`src/rtl/mcq_pkg.sv`:
```
package mcq_pkg;
  localparam int DATA_W  = 32;
  localparam int MAX_CPU = 16;

  typedef enum logic [2:0] {
    SEL_MODE     = 3'd0,
    SEL_ADDR     = 3'd1,
    SEL_SIZE     = 3'd2,
    SEL_WAYS     = 3'd3,
    SEL_REGSTAT  = 3'd4,
    SEL_DONESTAT = 3'd5,
    SEL_SCOPE    = 3'd6,
    SEL_NONE     = 3'd7
  } selT;

  localparam logic [1:0] SCOPE_RANGE = 2'b01;

  // Strobes from control to datapath
  typedef struct packed {
    logic               loadMode;
    logic               loadAddr;
    logic               loadSize;
    logic               loadWays;
    logic [DATA_W-1:0]  loadData;
    logic               push;
    logic [3:0]         pushCpu;
    logic [MAX_CPU-1:0] doneClr;
    logic [MAX_CPU-1:0] syncArm;
  } strobeT;
endpackage

```
`src/rtl/mcq_ctrl.sv`:
```
module mcq_ctrl
  import mcq_pkg::*;
#(
  parameter int NCPU = 4
) (
  input  logic                           clk,
  input  logic                           rstN,
  input  logic [NCPU-1:0]                busWrEn,
  input  logic [NCPU-1:0]                busRdEn,
  input  logic [NCPU-1:0][2:0]           busSel,
  input  logic [NCPU-1:0][DATA_W-1:0]    busWrData,
  input  logic                           queueFull,
  input  logic                           cmdEnable,
  input  logic [NCPU-1:0]                doneFlag,
  input  logic [NCPU-1:0]                syncBusy,
  output logic [NCPU-1:0][DATA_W-1:0]    busRdData,
  output strobeT                         strobe
);
  localparam int CPUW = $clog2(NCPU);

  logic            ownValid;
  logic [CPUW-1:0] owner;
  logic [NCPU-1:0] modeWr, statRd, lose, failFlag;
  logic            grantValid;
  logic [CPUW-1:0] grantIdx;
  logic            ownRead, reject, wrOwn;
  logic [2:0]      ownSel;

  // Arbitration of the shared command registers
  always_comb begin
    for (int c = 0; c < NCPU; c++) begin
      modeWr[c] = busWrEn[c] && (busSel[c] == SEL_MODE);
      statRd[c] = busRdEn[c] && (busSel[c] == SEL_REGSTAT);
    end
    grantValid = 1'b0;
    grantIdx   = '0;
    if (ownValid) begin
      grantValid = modeWr[owner];
      grantIdx   = owner;
    end else begin
      for (int c = NCPU - 1; c >= 0; c--) begin
        if (modeWr[c]) begin
          grantValid = 1'b1;
          grantIdx   = CPUW'(c);
        end
      end
    end
    for (int c = 0; c < NCPU; c++)
      lose[c] = modeWr[c] && !(grantValid && (grantIdx == CPUW'(c)));
  end

  assign ownRead = ownValid && statRd[owner];
  assign reject  = ownRead && cmdEnable && queueFull;
  assign wrOwn   = ownValid && busWrEn[owner];
  assign ownSel  = busSel[owner];

  always_comb begin
    strobe          = '0;
    strobe.loadMode = grantValid;
    strobe.loadData = grantValid ? busWrData[grantIdx] : busWrData[owner];
    strobe.loadAddr = wrOwn && (ownSel == SEL_ADDR);
    strobe.loadSize = wrOwn && (ownSel == SEL_SIZE);
    strobe.loadWays = wrOwn && (ownSel == SEL_WAYS);
    strobe.push     = ownRead && cmdEnable && !queueFull;
    strobe.pushCpu  = 4'(owner);
    for (int c = 0; c < NCPU; c++) begin
      strobe.doneClr[c] = busWrEn[c] && (busSel[c] == SEL_DONESTAT) && busWrData[c][0];
      strobe.syncArm[c] = busWrEn[c] && (busSel[c] == SEL_SCOPE) && busWrData[c][0];
    end
  end

  always_ff @(posedge clk or negedge rstN) begin
    if (!rstN) begin
      ownValid <= 1'b0;
      owner    <= '0;
      failFlag <= '0;
    end else begin
      if (ownRead) begin
        ownValid <= 1'b0;
      end else if (!ownValid && grantValid) begin
        ownValid <= 1'b1;
        owner    <= grantIdx;
      end
      for (int c = 0; c < NCPU; c++)
        failFlag[c] <= statRd[c] ? lose[c] : (failFlag[c] | lose[c]);
    end
  end

  // Per-CPU read-back
  always_comb begin
    for (int c = 0; c < NCPU; c++) begin
      logic rejHere;
      rejHere      = reject && (owner == CPUW'(c));
      busRdData[c] = '0;
      case (busSel[c])
        SEL_REGSTAT:  busRdData[c][1:0] = {rejHere, failFlag[c] | rejHere};
        SEL_DONESTAT: busRdData[c][0]   = doneFlag[c];
        SEL_SCOPE:    busRdData[c][0]   = syncBusy[c];
        default:      busRdData[c]      = '0;
      endcase
    end
  end

  // an owner keeps the registers until its own status read
  a_r5_owner_hold: assert property (@(posedge clk) disable iff (!rstN)
    (ownValid && !ownRead) |=> (ownValid && $stable(owner)));

  generate
    for (genvar g = 0; g < NCPU; g++) begin : gChk
      // status read leaves the failure flag clear
      a_r12_read_clears: assert property (@(posedge clk) disable iff (!rstN)
        (statRd[g] && !lose[g]) |=> !failFlag[g]);
    end
  endgenerate
endmodule

```
`src/rtl/mcq_datapath.sv`:
```
module mcq_datapath
  import mcq_pkg::*;
#(
  parameter int NCPU    = 4,
  parameter int DEPTH   = 4,
  parameter int LATENCY = 4,
  parameter int NWAY    = 8
) (
  input  logic                clk,
  input  logic                rstN,
  input  strobeT              strobe,
  output logic                queueFull,
  output logic                cmdEnable,
  output logic [NCPU-1:0]     doneFlag,
  output logic [NCPU-1:0]     syncBusy,
  output logic                execStart,
  output logic [$clog2(NCPU)-1:0] execCpu,
  output logic [DATA_W-1:0]   execMode,
  output logic [DATA_W-1:0]   execAddr,
  output logic [DATA_W-1:0]   execSize,
  output logic [NWAY-1:0]     execWays,
  output logic                execDone
);
  localparam int CPUW = $clog2(NCPU);
  localparam int PTRW = (DEPTH > 1) ? $clog2(DEPTH) : 1;
  localparam int CNTW = $clog2(DEPTH + 1);
  localparam int SW   = $clog2(DEPTH + 2);
  localparam int LW   = (LATENCY > 1) ? $clog2(LATENCY) : 1;

  typedef struct packed {
    logic [CPUW-1:0]   cpu;
    logic [DATA_W-1:0] mode;
    logic [DATA_W-1:0] addr;
    logic [DATA_W-1:0] size;
    logic [NWAY-1:0]   ways;
  } entryT;

  logic [DATA_W-1:0] cmdMode, cmdAddr, cmdSize;
  logic [NWAY-1:0]   cmdWays;
  entryT             fifo [DEPTH];
  entryT             newEntry, execEntry;
  logic [PTRW-1:0]   rdPtr, wrPtr;
  logic [CNTW-1:0]   count;
  logic              busy, startQ, pop, isRange;
  logic [LW-1:0]     latCnt;
  logic [SW-1:0]     syncCnt [NCPU];
  logic              unusedStrobeBits;

  assign unusedStrobeBits = ^{strobe.doneClr, strobe.syncArm, strobe.pushCpu};

  assign cmdEnable = cmdMode[0];
  assign isRange   = (cmdMode[2:1] == SCOPE_RANGE);
  assign queueFull = (count == CNTW'(DEPTH));
  assign pop       = !busy && (count != '0);
  assign execDone  = busy && (latCnt == '0);

  always_comb begin
    newEntry.cpu  = CPUW'(strobe.pushCpu);
    newEntry.mode = cmdMode;
    newEntry.addr = isRange ? cmdAddr : '0;
    newEntry.size = isRange ? cmdSize : '0;
    newEntry.ways = cmdWays;
  end

  // Shared command registers
  always_ff @(posedge clk or negedge rstN) begin
    if (!rstN) begin
      cmdMode <= '0;
      cmdAddr <= '0;
      cmdSize <= '0;
      cmdWays <= '0;
    end else begin
      if (strobe.loadMode) cmdMode <= strobe.loadData;
      if (strobe.loadAddr) cmdAddr <= strobe.loadData;
      if (strobe.loadSize) cmdSize <= strobe.loadData;
      if (strobe.loadWays) cmdWays <= strobe.loadData[NWAY-1:0];
    end
  end

  // Queue storage (not reset)
  always_ff @(posedge clk) begin
    if (strobe.push) fifo[wrPtr] <= newEntry;
  end

  // Pointers, executor stub, status flags
  always_ff @(posedge clk or negedge rstN) begin
    if (!rstN) begin
      rdPtr     <= '0;
      wrPtr     <= '0;
      count     <= '0;
      busy      <= 1'b0;
      startQ    <= 1'b0;
      latCnt    <= '0;
      execEntry <= '0;
      doneFlag  <= '0;
      for (int c = 0; c < NCPU; c++) syncCnt[c] <= '0;
    end else begin
      if (strobe.push)
        wrPtr <= (wrPtr == PTRW'(DEPTH - 1)) ? '0 : wrPtr + 1'b1;
      count  <= count + CNTW'(strobe.push) - CNTW'(pop);
      startQ <= pop;
      if (pop) begin
        rdPtr     <= (rdPtr == PTRW'(DEPTH - 1)) ? '0 : rdPtr + 1'b1;
        execEntry <= fifo[rdPtr];
        busy      <= 1'b1;
        latCnt    <= LW'(LATENCY - 1);
      end else if (busy) begin
        if (latCnt == '0) busy <= 1'b0;
        else latCnt <= latCnt - 1'b1;
      end
      for (int c = 0; c < NCPU; c++) begin
        if (execDone && (execEntry.cpu == CPUW'(c))) doneFlag[c] <= 1'b1;
        else if (strobe.doneClr[c])                  doneFlag[c] <= 1'b0;
        if (strobe.syncArm[c])
          syncCnt[c] <= SW'(count) + SW'(busy && !execDone);
        else if (execDone && (syncCnt[c] != '0))
          syncCnt[c] <= syncCnt[c] - 1'b1;
      end
    end
  end

  always_comb begin
    for (int c = 0; c < NCPU; c++) syncBusy[c] = (syncCnt[c] != '0);
  end

  assign execStart = startQ;
  assign execCpu   = execEntry.cpu;
  assign execMode  = execEntry.mode;
  assign execAddr  = execEntry.addr;
  assign execSize  = execEntry.size;
  assign execWays  = execEntry.ways;

  // occupancy bound
  a_r3_no_overflow: assert property (@(posedge clk) disable iff (!rstN)
    count <= CNTW'(DEPTH));

  // one hand-off at a time
  a_r1_start_pulse: assert property (@(posedge clk) disable iff (!rstN)
    execStart |=> !execStart);

  generate
    for (genvar g = 0; g < NCPU; g++) begin : gChk
      // completion reaches the issuing CPU
      a_r4_done_routed: assert property (@(posedge clk) disable iff (!rstN)
        (execDone && (execCpu == CPUW'(g))) |=> doneFlag[g]);
      // a sync never waits on more than is in flight
      a_r11_sync_bound: assert property (@(posedge clk) disable iff (!rstN)
        syncCnt[g] <= (SW'(count) + SW'(busy)));
    end
  endgenerate
endmodule

```
`src/rtl/mcq_top.sv`:
```
module mcq_top
  import mcq_pkg::*;
#(
  parameter int NCPU    = 4,
  parameter int DEPTH   = 4,
  parameter int LATENCY = 4,
  parameter int NWAY    = 8
) (
  input  logic                         clk,
  input  logic                         rstN,
  input  logic [NCPU-1:0]              busWrEn,
  input  logic [NCPU-1:0]              busRdEn,
  input  logic [NCPU-1:0][2:0]         busSel,
  input  logic [NCPU-1:0][31:0]        busWrData,
  output logic [NCPU-1:0][31:0]        busRdData,
  output logic                         execStart,
  output logic [$clog2(NCPU)-1:0]      execCpu,
  output logic [31:0]                  execMode,
  output logic [31:0]                  execAddr,
  output logic [31:0]                  execSize,
  output logic [NWAY-1:0]              execWays,
  output logic                         execDone
);
  strobeT          strobe;
  logic            queueFull, cmdEnable;
  logic [NCPU-1:0] doneFlag, syncBusy;

  mcq_ctrl #(.NCPU(NCPU)) uCtrl (
    .clk(clk), .rstN(rstN),
    .busWrEn(busWrEn), .busRdEn(busRdEn), .busSel(busSel), .busWrData(busWrData),
    .queueFull(queueFull), .cmdEnable(cmdEnable),
    .doneFlag(doneFlag), .syncBusy(syncBusy),
    .busRdData(busRdData), .strobe(strobe)
  );

  mcq_datapath #(.NCPU(NCPU), .DEPTH(DEPTH), .LATENCY(LATENCY), .NWAY(NWAY)) uData (
    .clk(clk), .rstN(rstN), .strobe(strobe),
    .queueFull(queueFull), .cmdEnable(cmdEnable),
    .doneFlag(doneFlag), .syncBusy(syncBusy),
    .execStart(execStart), .execCpu(execCpu), .execMode(execMode),
    .execAddr(execAddr), .execSize(execSize), .execWays(execWays),
    .execDone(execDone)
  );
endmodule

```
`config.mk`:
```
export PLATFORM = sky130hd
export DESIGN_NAME = mcq_top
export DESIGN_NICKNAME = d
export VERILOG_FILES = /design/src/rtl/mcq_pkg.sv /design/src/rtl/mcq_ctrl.sv /design/src/rtl/mcq_datapath.sv /design/src/rtl/mcq_top.sv
export SDC_FILE = /design/constraint.sdc
export NUM_CORES = 1
export LEC_CHECK = 0
export BUFFER_PORTS_ARGS = -buffer_cell sky130_fd_sc_hd__buf_4
export CORE_ASPECT_RATIO = 0.75
export CORE_MARGIN = 10
export CORE_UTILIZATION = 40
export CTS_BUF_LIST = sky130_fd_sc_hd__clkbuf_4 sky130_fd_sc_hd__clkbuf_8
export CTS_CLUSTER_DIAMETER = 80
export CTS_CLUSTER_SIZE = 30
export DETAILED_ROUTE_END_ITERATION = 16
export SLEW_MARGIN = 20
export SYNTH_ARGS = -nofsm -noshare
export SYNTH_HDL_FRONTEND = slang
export SYNTH_SLANG_ARGS = --single-unit
```
`constraint.sdc`:
```
create_clock -name clk -period 8.2 [get_ports clk]
set_input_delay 0.82 -clock clk [delete_from_list [all_inputs] [get_ports clk]]
set_output_delay 0.82 -clock clk [all_outputs]
set_load 0.03 [all_outputs]
```
Yosys cells after proc, flatten, opt, wreduce, memory -nomap -nowiden
Memory sizes are Yosys's and may differ from the RTL's. A register that Yosys moved wholly into a read port is not among the register bits.
Cells that the tools add are included.
W data, S select, Z words.
{"block": "word_totals", "elab_cells": 227, "out_inout_bits": 236, "mem_count": 1, "in_bits": 150, "ff_bits": 138, "mem_bits_rw": 424}
{"block": "op_classes", "add_sub_neg": 10, "n_eq_ne": 29, "n_bitwise": 9, "order_cmp": 2, "reduce_logical": 90, "mux": 65}
{"memory": "uData.fifo", "depth": 4, "word_bits": 106, "rd": 1, "rd_ports_with_merged_regs": 1, "wr": 1, "line_no": "mcq_datapath.sv:40", "text": "entryT fifo [DEPTH];"}
{"op": "$mux W32", "count": 5}
{"op": "$bmux W32 S2", "count": 2}
{"op": "$logic_and A1 B1 Y1", "count": 56}
{"op": "$eq A3 B3 Y1 const B", "count": 13}
{"op": "$mux W1", "count": 31}
{"op": "$mux W3", "count": 9}
{"op": "$mux W2", "count": 10}
{"op": "$reduce_bool A2 Y1", "count": 10}
{"op": "$eq A2 B2 Y1 const B", "count": 8}
{"op": "$reduce_bool A3 Y1", "count": 5}
{"op": "$logic_not A3 Y1", "count": 4}
{"op": "$pmux W1 S3", "count": 4}
{"op": "$sub A3 B1 Y3 const B", "count": 4}
{"op": "$logic_not A1 Y1", "count": 9}
{"op": "$eq A2 B1 Y1 const B", "count": 4}
{"op": "$logic_not A2 Y1", "count": 4}
{"op": "$or A1 B1 Y1", "count": 8}
{"op": "$add A3 B1 Y3", "count": 2}
{"op": "$bmux W1 S2", "count": 3}
{"op": "$bmux W3 S2", "count": 1}
{"op": "$eq A3 B2 Y1 const B", "count": 2}
{"op": "$lt A2 B3 Y1 const B", "count": 2}
{"op": "$add A2 B1 Y2 const B", "count": 2}
{"op": "$reduce_and A2 Y1", "count": 2}
{"op": "other kinds (5)", "count": 5}

Depth between registers and ports, before layout
Gate-level depths: netlist (run 1).
{"block": "depth", "depth_word": 13, "depth_mapped": 12, "mapped_depth_nobuf": 10}

By module
A second synthesis (run 1) with hierarchy kept.
{"block": "unflattened", "hier_cells": 1698, "hier_area_um2": 29233.0}
{"module": "mcq_datapath", "seq_area_each_um2": 18662.9, "instances": 1, "area_per_inst_um2": 24979.0, "cells_each": 1237}
{"module": "mcq_ctrl", "seq_area_each_um2": 175.2, "instances": 1, "area_per_inst_um2": 4254.1, "cells_each": 461}

Least setup slack after synthesis (run 1)
No wires, ideal clock.
{"block": "synth_timing", "path_type": "input-to-reg", "from": "input busSel[6] (netlist name)", "to": "memory uData.fifo[0][0] (netlist name) (enable)", "t_arrival_ns": 4.263, "setup_slack_ns": 3.460, "path_stages": 5, "path_cell_list": "nor4bb_1 > mux4_2 > nand3_1 > nor2_1 > and2_1"}
{"element": "from (decl)", "line_no": "mcq_top.sv:13", "text": "input logic [NCPU-1:0][2:0] busSel,"}
{"element": "to (decl)", "line_no": "mcq_datapath.sv:40"}

==> results of run 1 <==
==> synthesized netlist by cell type, drive strengths merged (3+ instances only) <==
library cell,count,area (um2)
ha,18,225
edfxtp,424,12700
o21ai,54,270
nor3,3,15.0
mux2,37,529
dfrtp,244,6110
nor2,12,45.0
nor4bb,3,30.0
or2,3,18.8
o22a,3,26.3
o22ai,4,25.0
a21oi,9,45.0
inv,106,398
and2,69,432
and4,4,35.0
nand3b,4,30.0
buf,167,1240
mux2i,146,1460
xnor2,8,70.1
nor2b,5,31.3
mux4,141,3180
clkbuf,56,211
o21a,3,22.5
nor3b,5,37.5
nand2b,5,31.3
o221ai,32,280
nand2,369,1390
nand3,6,30.0
nor4b,6,80.1
==> per-layer routing <==
layer	part of all wire, %	wire length (um)	vias up
met3	5.7	4240	55
met5	0.018	13	-
met1	45	33000	8419
li1	-	-	7274
met4	1.2	874	2
met2	48	35600	433
==> logic make-up after synthesis <==
group	after synthesis
compound gates	117
xor+xnor	8
simple gates	503
other cells	1
fa+ha+maj	19
mux	324
flops	668
buf+inv	329
==> sequential cells by signal (all words and copies together), names as in the netlist, 8 cells and up <==
| name | flops |
|---|---|
| uData.fifo | 424 |
| uData.cmdAddr | 32 |
| uData.cmdMode | 32 |
| uData.cmdSize | 32 |
| uData.execAddr | 32 |
| uData.execMode | 32 |
| uData.execSize | 32 |
| uData.syncCnt | 12 |
| uData.cmdWays | 8 |
| uData.execWays | 8 |
==> power groups by stage <==
stage | combinational, uW | sequential [uW] | clock (uW)
floorplan | 2830 | 5390 | 0
global placement | 4690 | 5160 | 0
detailed placement | 4770 | 5180 | 0
CTS | 4780 | 5110 | 1510
global route | 5120 | 5200 | 1630
finish | 4690 | 5100 | 1480
==> final cells by class <==
cell class	instances	area [um2]	share of cell area (%)
multi-input cells	1091	9060	28.0
well taps	957	1200	3.70
repair buffers	288	2180	6.74
flip-flops and latches	668	18800	58.3
clock inverters	12	151	0.468
clock buffers	42	509	1.57
inverters	106	400	1.24
==> cells in the final DEF, fill, tap and decap left out, types with 3 or more instances in the layout <==
cell type / netlist / final
edfxtp_1: 424 / 424
and2_4: 0 / 4
nand2b_1: 5 / 5
conb_1: 1 / 120
clkbuf_4: 0 / 11
buf_4: 120 / 285
ha_1: 18 / 18
clkbuf_8: 0 / 31
xnor2_1: 8 / 8
nor4bb_1: 3 / 3
o22ai_1: 4 / 4
mux2_2: 5 / 5
mux2i_1: 146 / 146
nand2_1: 369 / 369
nand3b_1: 4 / 4
nand3_1: 6 / 6
o21ai_0: 50 / 50
o21a_1: 3 / 3
nor2b_1: 5 / 4
and4_1: 4 / 4
nor2_1: 12 / 12
clkinv_8: 0 / 3
dfrtp_2: 0 / 3
inv_1: 105 / 105
nor3b_1: 5 / 5
and2_1: 69 / 65
mux2_4: 30 / 30
o221ai_1: 32 / 32
dfrtp_1: 244 / 239
mux4_2: 140 / 140
nor4b_1: 3 / 3
o22a_1: 3 / 3
a21oi_1: 9 / 9
o21ai_1: 4 / 4
nor3_1: 3 / 3
==> through the flow <==
stage,std cells,instance area (um2),util [%]
after detailed placement,3109,31700,43.9
after global placement,3108,31700,43.9
final,3164,32300,44.9
after CTS,3163,32300,44.8
after global routing,3164,32300,44.9
after floorplan,2088,29700,-
==> final timing paths <==
kind / start / slack (ps) / endpoint / cells after the start
max in group asynchronous: rstN / 6650 / uCtrl.owner[0] / 2
max reg2reg: uCtrl.ownValid / 4360 / uData.fifo[0][31] / 4
max: busSel[3] / 4230 / uData.fifo[0][31] / 7
min: rstN / 70 / uData.cmdSize[4] / 1
min reg2reg: uData.execAddr[1] / 490 / uData.execAddr[1] / 2
min in group clk: busSel[2] / 460 / uCtrl.failFlag[0] / 4
==> impl_metrics.py, run 1 <==
metrics = {
    "timing": {
        "min_period_over_period_pct": 48.5,
        "finalHoldViolations": 0,
        "clock_skew_ps": 55.3,
        "worst_hold_slack_ps": 69.1,
        "maxSlewViolCount": 0,
        "fin_crit_ps": 3970,
        "worst_slew_pin_slew_ps": 1120,
        "fmax_mhz": 252,
        "setup_ws_ps": 4230,
        "relSlewSlack_pct": 24.2,
        "setup_viol": 0,
        "tns_ps": 0,
        "grt_setup_unrepaired": "false",
    },
    "worst_setup_path": {
        "crit_chain": "buf_4 > nor4bb_1 > mux4_2 > nand3_1 > nor2_1 > and2_4 > buf_4",
        "crit_arrival_ps": 4310,
        "crit_top_cell": "buf_4",
        "cp-end-kind": "flop",
        "critPathMaxStageDelay_ps": 930,
        "slowest_stage": "and2_4",
        "critical_path_required_ps": 8540,
        "path_buf_inv": 2,
        "cp-start-kind": "input pin",
        "cp_max_fo": 58,
        "critPathTopFamily": "simple AND/OR/NAND/NOR gates",
        "critical_path_class": "input pin to flop",
    },
    "power_and_ir_drop": {
        "leakage_uw": 0.0133,
        "clkPwrFrac_pct": 13.1,
        "total_power_uw": 11300,
        "power.internal_uw": 6810,
        "swShare_pct": 39.6,
        "power_density_nw_per_um2": 348,
        "ir_drop_mv": 0.146,
        "p_seq_share_pct": 45.3,
        "p_sw_uw": 4460,
        "pwr-share-comb_pct": 41.6,
    },
    "grt": {
        "grt_pass1_vias": 17100,
        "met2_usage_pct": 28.0,
        "globalRoute.busiestLayer": "met2",
        "grt_usage_pct": 16.9,
        "overflow": 0,
        "grt_pass1_wl_mm": 111,
        "grtUsageMet1_pct": 23.6,
        "grt_max_degree": 93,
        "grt_use_met3_pct": 3.25,
        "antenna_found_initial": 1,
    },
    "detailed_routing": {
        "postRouteAntennaNets": 0,
        "routedWlPerCell_um": 23.3,
        "drt_iter0_markers": 1240,
        "num_vias": 16200,
        "remaining_drc_errors": 0,
        "vias_per_cell": 5.11,
        "drtPass1Iterations": 5,
        "drt_wl_total_mm": 73.7,
    },
    "logic_synthesis": {
        "synthArstFlopShare_pct": 36.5,
        "ys_types": 63,
        "ys_warn_count": 0,
        "syn_area_um2": 29200,
        "avgSynthCellArea_um2": 14.9,
        "synth_simple_gate_area_share_pct": 7.82,
        "synthFlopType": "edfxtp_1",
        "synth_mux_area_share_pct": 17.7,
        "ys_seq_area_share_pct": 64.4,
        "synth_edf_count": 424,
        "synth_top_family_by_area": "multiplexers",
        "synth-xor-area-share_pct": 0.240,
        "synth_cells": 1969,
        "synth_fa_ha_area_share_pct": 0.839,
        "synth_compound_area_share_pct": 2.67,
        "synth-seq-cells": 668,
    },
    "die": {
        "num_rows": 85,
        "die_w_um": 332,
        "initial_utilization_pct": 40.6,
        "core_um2": 72100,
        "ioPinCount": 386,
        "die_h_um": 254,
        "dieArea_um2": 84400,
    },
    "clock_network": {
        "cts-root-buf": "clkbuf_8",
        "post_cts_resized": 0,
        "cts_num_sinks": 668,
        "clk-insertion-delay-late_ps": 730,
        "numCtsBuffers": 29,
        "post_cts_buffers": 0,
        "cts_hold_buffers": 0,
        "path_clk_slew_ps": 170,
        "cts_tree": "yes",
        "max-clock-path-buffers": 3,
        "ctsHtreeMaxLevel": 1,
    },
    "status": {
        "status": "finished clean",
    },
    "run": {
        "drv_cap": 0,
    },
    "finish": {
        "areaGrowthSynthToFinish_pct": 10.6,
        "antennaDiodeCount": 0,
        "final_layout_size_suffix_gt1_share_pct": 24.4,
        "nets": 2353,
        "fillers": 6524,
    },
    "placed_design": {
        "dp_slack_ps": 3600,
        "dp_hpwl_mm": 49.6,
        "gp_congestion": 0.846,
        "io_buffers": 265,
    },
    "min_path": {
        "hp-class": "input pin to asynchronous set/reset pin",
    },
}
(Power assumes the default switching activity.)
==> run 2, diff against run 1 <==
--- a/config.mk
+++ b/config.mk
@@ -5,6 +5,7 @@
 export SDC_FILE = /design/constraint.sdc
 export NUM_CORES = 1
 export LEC_CHECK = 0
+export ABC_AREA = 1
 export BUFFER_PORTS_ARGS = -buffer_cell sky130_fd_sc_hd__buf_4
 export CORE_ASPECT_RATIO = 0.75
 export CORE_MARGIN = 10
==> constraint.sdc (replaced) <==
create_clock -name clk -period 4.1 [get_ports clk]
set_input_delay 0.41 -clock clk [delete_from_list [all_inputs] [get_ports clk]]
set_output_delay 0.41 -clock clk [all_outputs]
set_load 0.03 [all_outputs]
==> run 2 against run 1 <==
Largest power group unchanged. Sequential share of layout area shrank 0.86 points. Via count rose by 32%. Cell area is 1.5% higher. Area after synthesis rose by 0.62%. Worst hold slack improved by 5.9 ps. Largest cell class unchanged. Clock power increased by 98%. Critical path depth up 1.
==> impl_metrics.py, run 2 <==
metrics = {
    "status": {
        "status": "finished clean",
    },
    "logic_synthesis": {
        "synth.most_common_cell": "nand2_1",
        "synth_cells": 3021,
        "ys_types": 31,
        "avgSynthCellArea_um2": 9.74,
        "ys_warn_count": 0,
        "synth_commonest_cells": "nand2_1, nor2_1, edfxtp_1",
        "synth_top_area_cell": "edfxtp_1",
        "synthFlopType": "edfxtp_1",
        "yosysTopAreaCellShare_pct": 43.3,
        "synthArstFlopShare_pct": 36.5,
        "ys_seq_area_share_pct": 64.0,
        "synth_area_leaders": "edfxtp_1, dfrtp_1, nand2_1, nor2_1, o21ai_0",
        "syn_area_um2": 29400,
        "synth-seq-cells": 668,
        "synth_edf_count": 424,
    },
    "placed_design": {
        "gp_congestion": 0.904,
        "dp_hpwl_mm": 60.4,
        "dp_slack_ps": 836,
        "io_buffers": 265,
        "place_area_um2": 32200,
    },
    "clock_network": {
        "cts-root-buf": "clkbuf_8",
        "max-clock-path-buffers": 3,
        "post_cts_buffers": 0,
        "cts_num_sinks": 668,
        "numCtsBuffers": 28,
        "cts_tree": "yes",
        "clk-insertion-delay-late_ps": 700,
        "ctsHtreeMaxLevel": 1,
        "path_clk_slew_ps": 180,
    },
    "detailed_routing": {
        "drtPass1Iterations": 7,
        "drt_wl_total_mm": 89.5,
        "maxUsedRoutingLayer": "met4",
        "postRouteAntennaNets": 0,
        "wl_met2_mm": 40.6,
        "drt_iter0_markers": 2372,
        "routedWlPerCell_um": 21.4,
        "vias_per_cell": 5.09,
        "num_vias": 21300,
        "wl_met3_mm": 6.45,
        "wl_met1_mm": 40.9,
        "remaining_drc_errors": 0,
    },
    "finish": {
        "post-route-util_pct": 44.9,
        "regMostFlops": "uData.fifo",
        "areaGrowthSynthToFinish_pct": 11.6,
        "largest_register_ffs": 424,
        "layout_commonest_cell": "nand2_1",
        "layout_common_cells": "nand2_1, nor2_1, edfxtp_1",
        "design_area_um2": 32800,
        "final_layout_size_suffix_gt1_share_pct": 12.0,
        "nets": 3367,
    },
    "power_and_ir_drop": {
        "leakage_uw": 0.0137,
        "ir_drop_mv": 0.430,
        "power_density_nw_per_um2": 703,
    },
    "grt": {
        "grt_usage_pct": 20.3,
        "grt_max_degree": 152,
        "grt_pass1_wl_mm": 133,
        "grt_pass1_vias": 20100,
        "overflow": 0,
        "antenna_found_initial": 5,
    },
    "timing": {
        "fin_crit_ps": 3590,
        "relSlewSlack_pct": 29.4,
        "worst_hold_slack_ps": 75.0,
        "fmax_mhz": 279,
        "clock_skew_ps": 59.6,
        "worst_slew_pin_slew_ps": 1060,
        "grt_setup_unrepaired": "false",
        "min_period_over_period_pct": 87.5,
        "finalHoldViolations": 0,
        "maxSlewViolCount": 0,
        "setup_viol": 0,
        "setup_ws_ps": 511,
    },
    "die": {
        "core_um2": 73200,
        "dieArea_um2": 84900,
        "die_h_um": 255,
        "num_rows": 86,
        "ioPinCount": 386,
        "initial_utilization_pct": 40.2,
        "die_w_um": 333,
    },
    "worst_setup_path": {
        "cp_max_fo": 36,
        "critical_path_required_ps": 3690,
        "r2r_start": "uCtrl.owner[1]",
        "r2r_end": "uData.fifo[3][28]",
        "reg2reg_depth": 11,
        "crit_arrival_ps": 3180,
        "regToRegSetupSlack_ps": 960,
        "critical_path_class": "flop to primary output",
        "cp-start-kind": "flop",
        "cp-end-kind": "primary output",
    },
    "min_path": {
        "holdPathEnd": "uCtrl.failFlag[0]",
        "hp-class": "input pin to flop",
        "worstHoldStart": "busSel[2]",
        "hold_depth": 4,
    },
    "run": {
        "drv_cap": 0,
    },
}
-- run 2: cell types whose count changed after synthesis, sizes merged, moves of 17 or more --
cell    change
nor2      +609
inv        +53
and2       -69
clkbuf     +76
nand2     +285
a22oi      +50
nand3     +151
mux2       -37
o21ai     +180
a31oi     +105
o221ai     -32
nor3       +17
mux4      -141
mux2i     -146
-- run 2: final cells by class --
cell class | count | area [um2]
fillers | 7009 | 40300
flip-flops and latches | 668 | 18800
multi-input cells | 2024 | 8960
repair buffers | 316 | 2580
well taps | 968 | 1210
inverters | 160 | 604
clock buffers | 45 | 519
clock inverters | 7 | 98.8
diodes | 1 | 2.50
-- run 2: worst max path at each step --
stage                     cells after the start  slack [ps]           endpoint      startpoint
final                                         8         510      busRdData[96]  uCtrl.owner[1]
after floorplan                              10        -620   uData.fifo[0][0]  uCtrl.owner[0]
after CTS                                     8         480      busRdData[96]  uCtrl.owner[1]
after global routing                          8         270      busRdData[96]  uCtrl.owner[1]
after detailed placement                     11         840  uData.fifo[3][23]       busSel[0]
after global placement                       11         920  uData.fifo[3][62]       busSel[0]
-- run 2: repair_timing --
item,CTS,global route
hold endpoints to repair,87,0
setup endpoints to repair,0,0
hold buffers,5,0
gates resized for setup,0,0
-- run 2: stage by stage --
stage                     total power, uW  instances  TNS [ps]
after floorplan                     16200       3140   -262000
after global placement              20300       4131         0
after detailed placement            20400       4131         0
after CTS                           23200       4188         0
after global routing                24700       4188         0
final                               23100       4189         0
-- run 2: worst max-delay path, cell delays in order (launching register included) --
cell and delay, ps:
dfrtp_1 560, inv_2 90, nor2_4 790, a21oi_1 280, nand3_1 300, inv_1 100
nand2_1 90, nand2_1 70, buf_4 180
-- run 2: cells by family (layout without fill, tap and decap cells) --
logic type                 after synthesis  count (layout)  share of synthesized area [%]
AOI/OAI and AO/OA                      430             430                           8.43
xor gates and xnor gates                 2               2                         0.0595
adders and majority gates               19              19                          0.833
buffers and inverters                  448             528                           7.30
DFF                                    668             668                           64.0
other                                    1             121                         0.0127
and+or+nand+nor                       1453            1453                           19.3
-- run 2: per-layer routing --
layer / global-route usage, % / vias up
met5: 0 / -
met1: 29.5 / 10400
met2: 31.9 / 653
met3: 3.81 / 84
met4: 3.48 / 0
li1: - / 10200
-- run 2: where the power goes --
| group | switching [uW] | total [uW] | internal, uW |
|---|---|---|---|
| combinational | 7070 | 10100 | 3020 |
| clock | 2070 | 2930 | 862 |
| sequential | 1280 | 10100 | 8790 |
| total | 10400 | 23100 | 12700 |
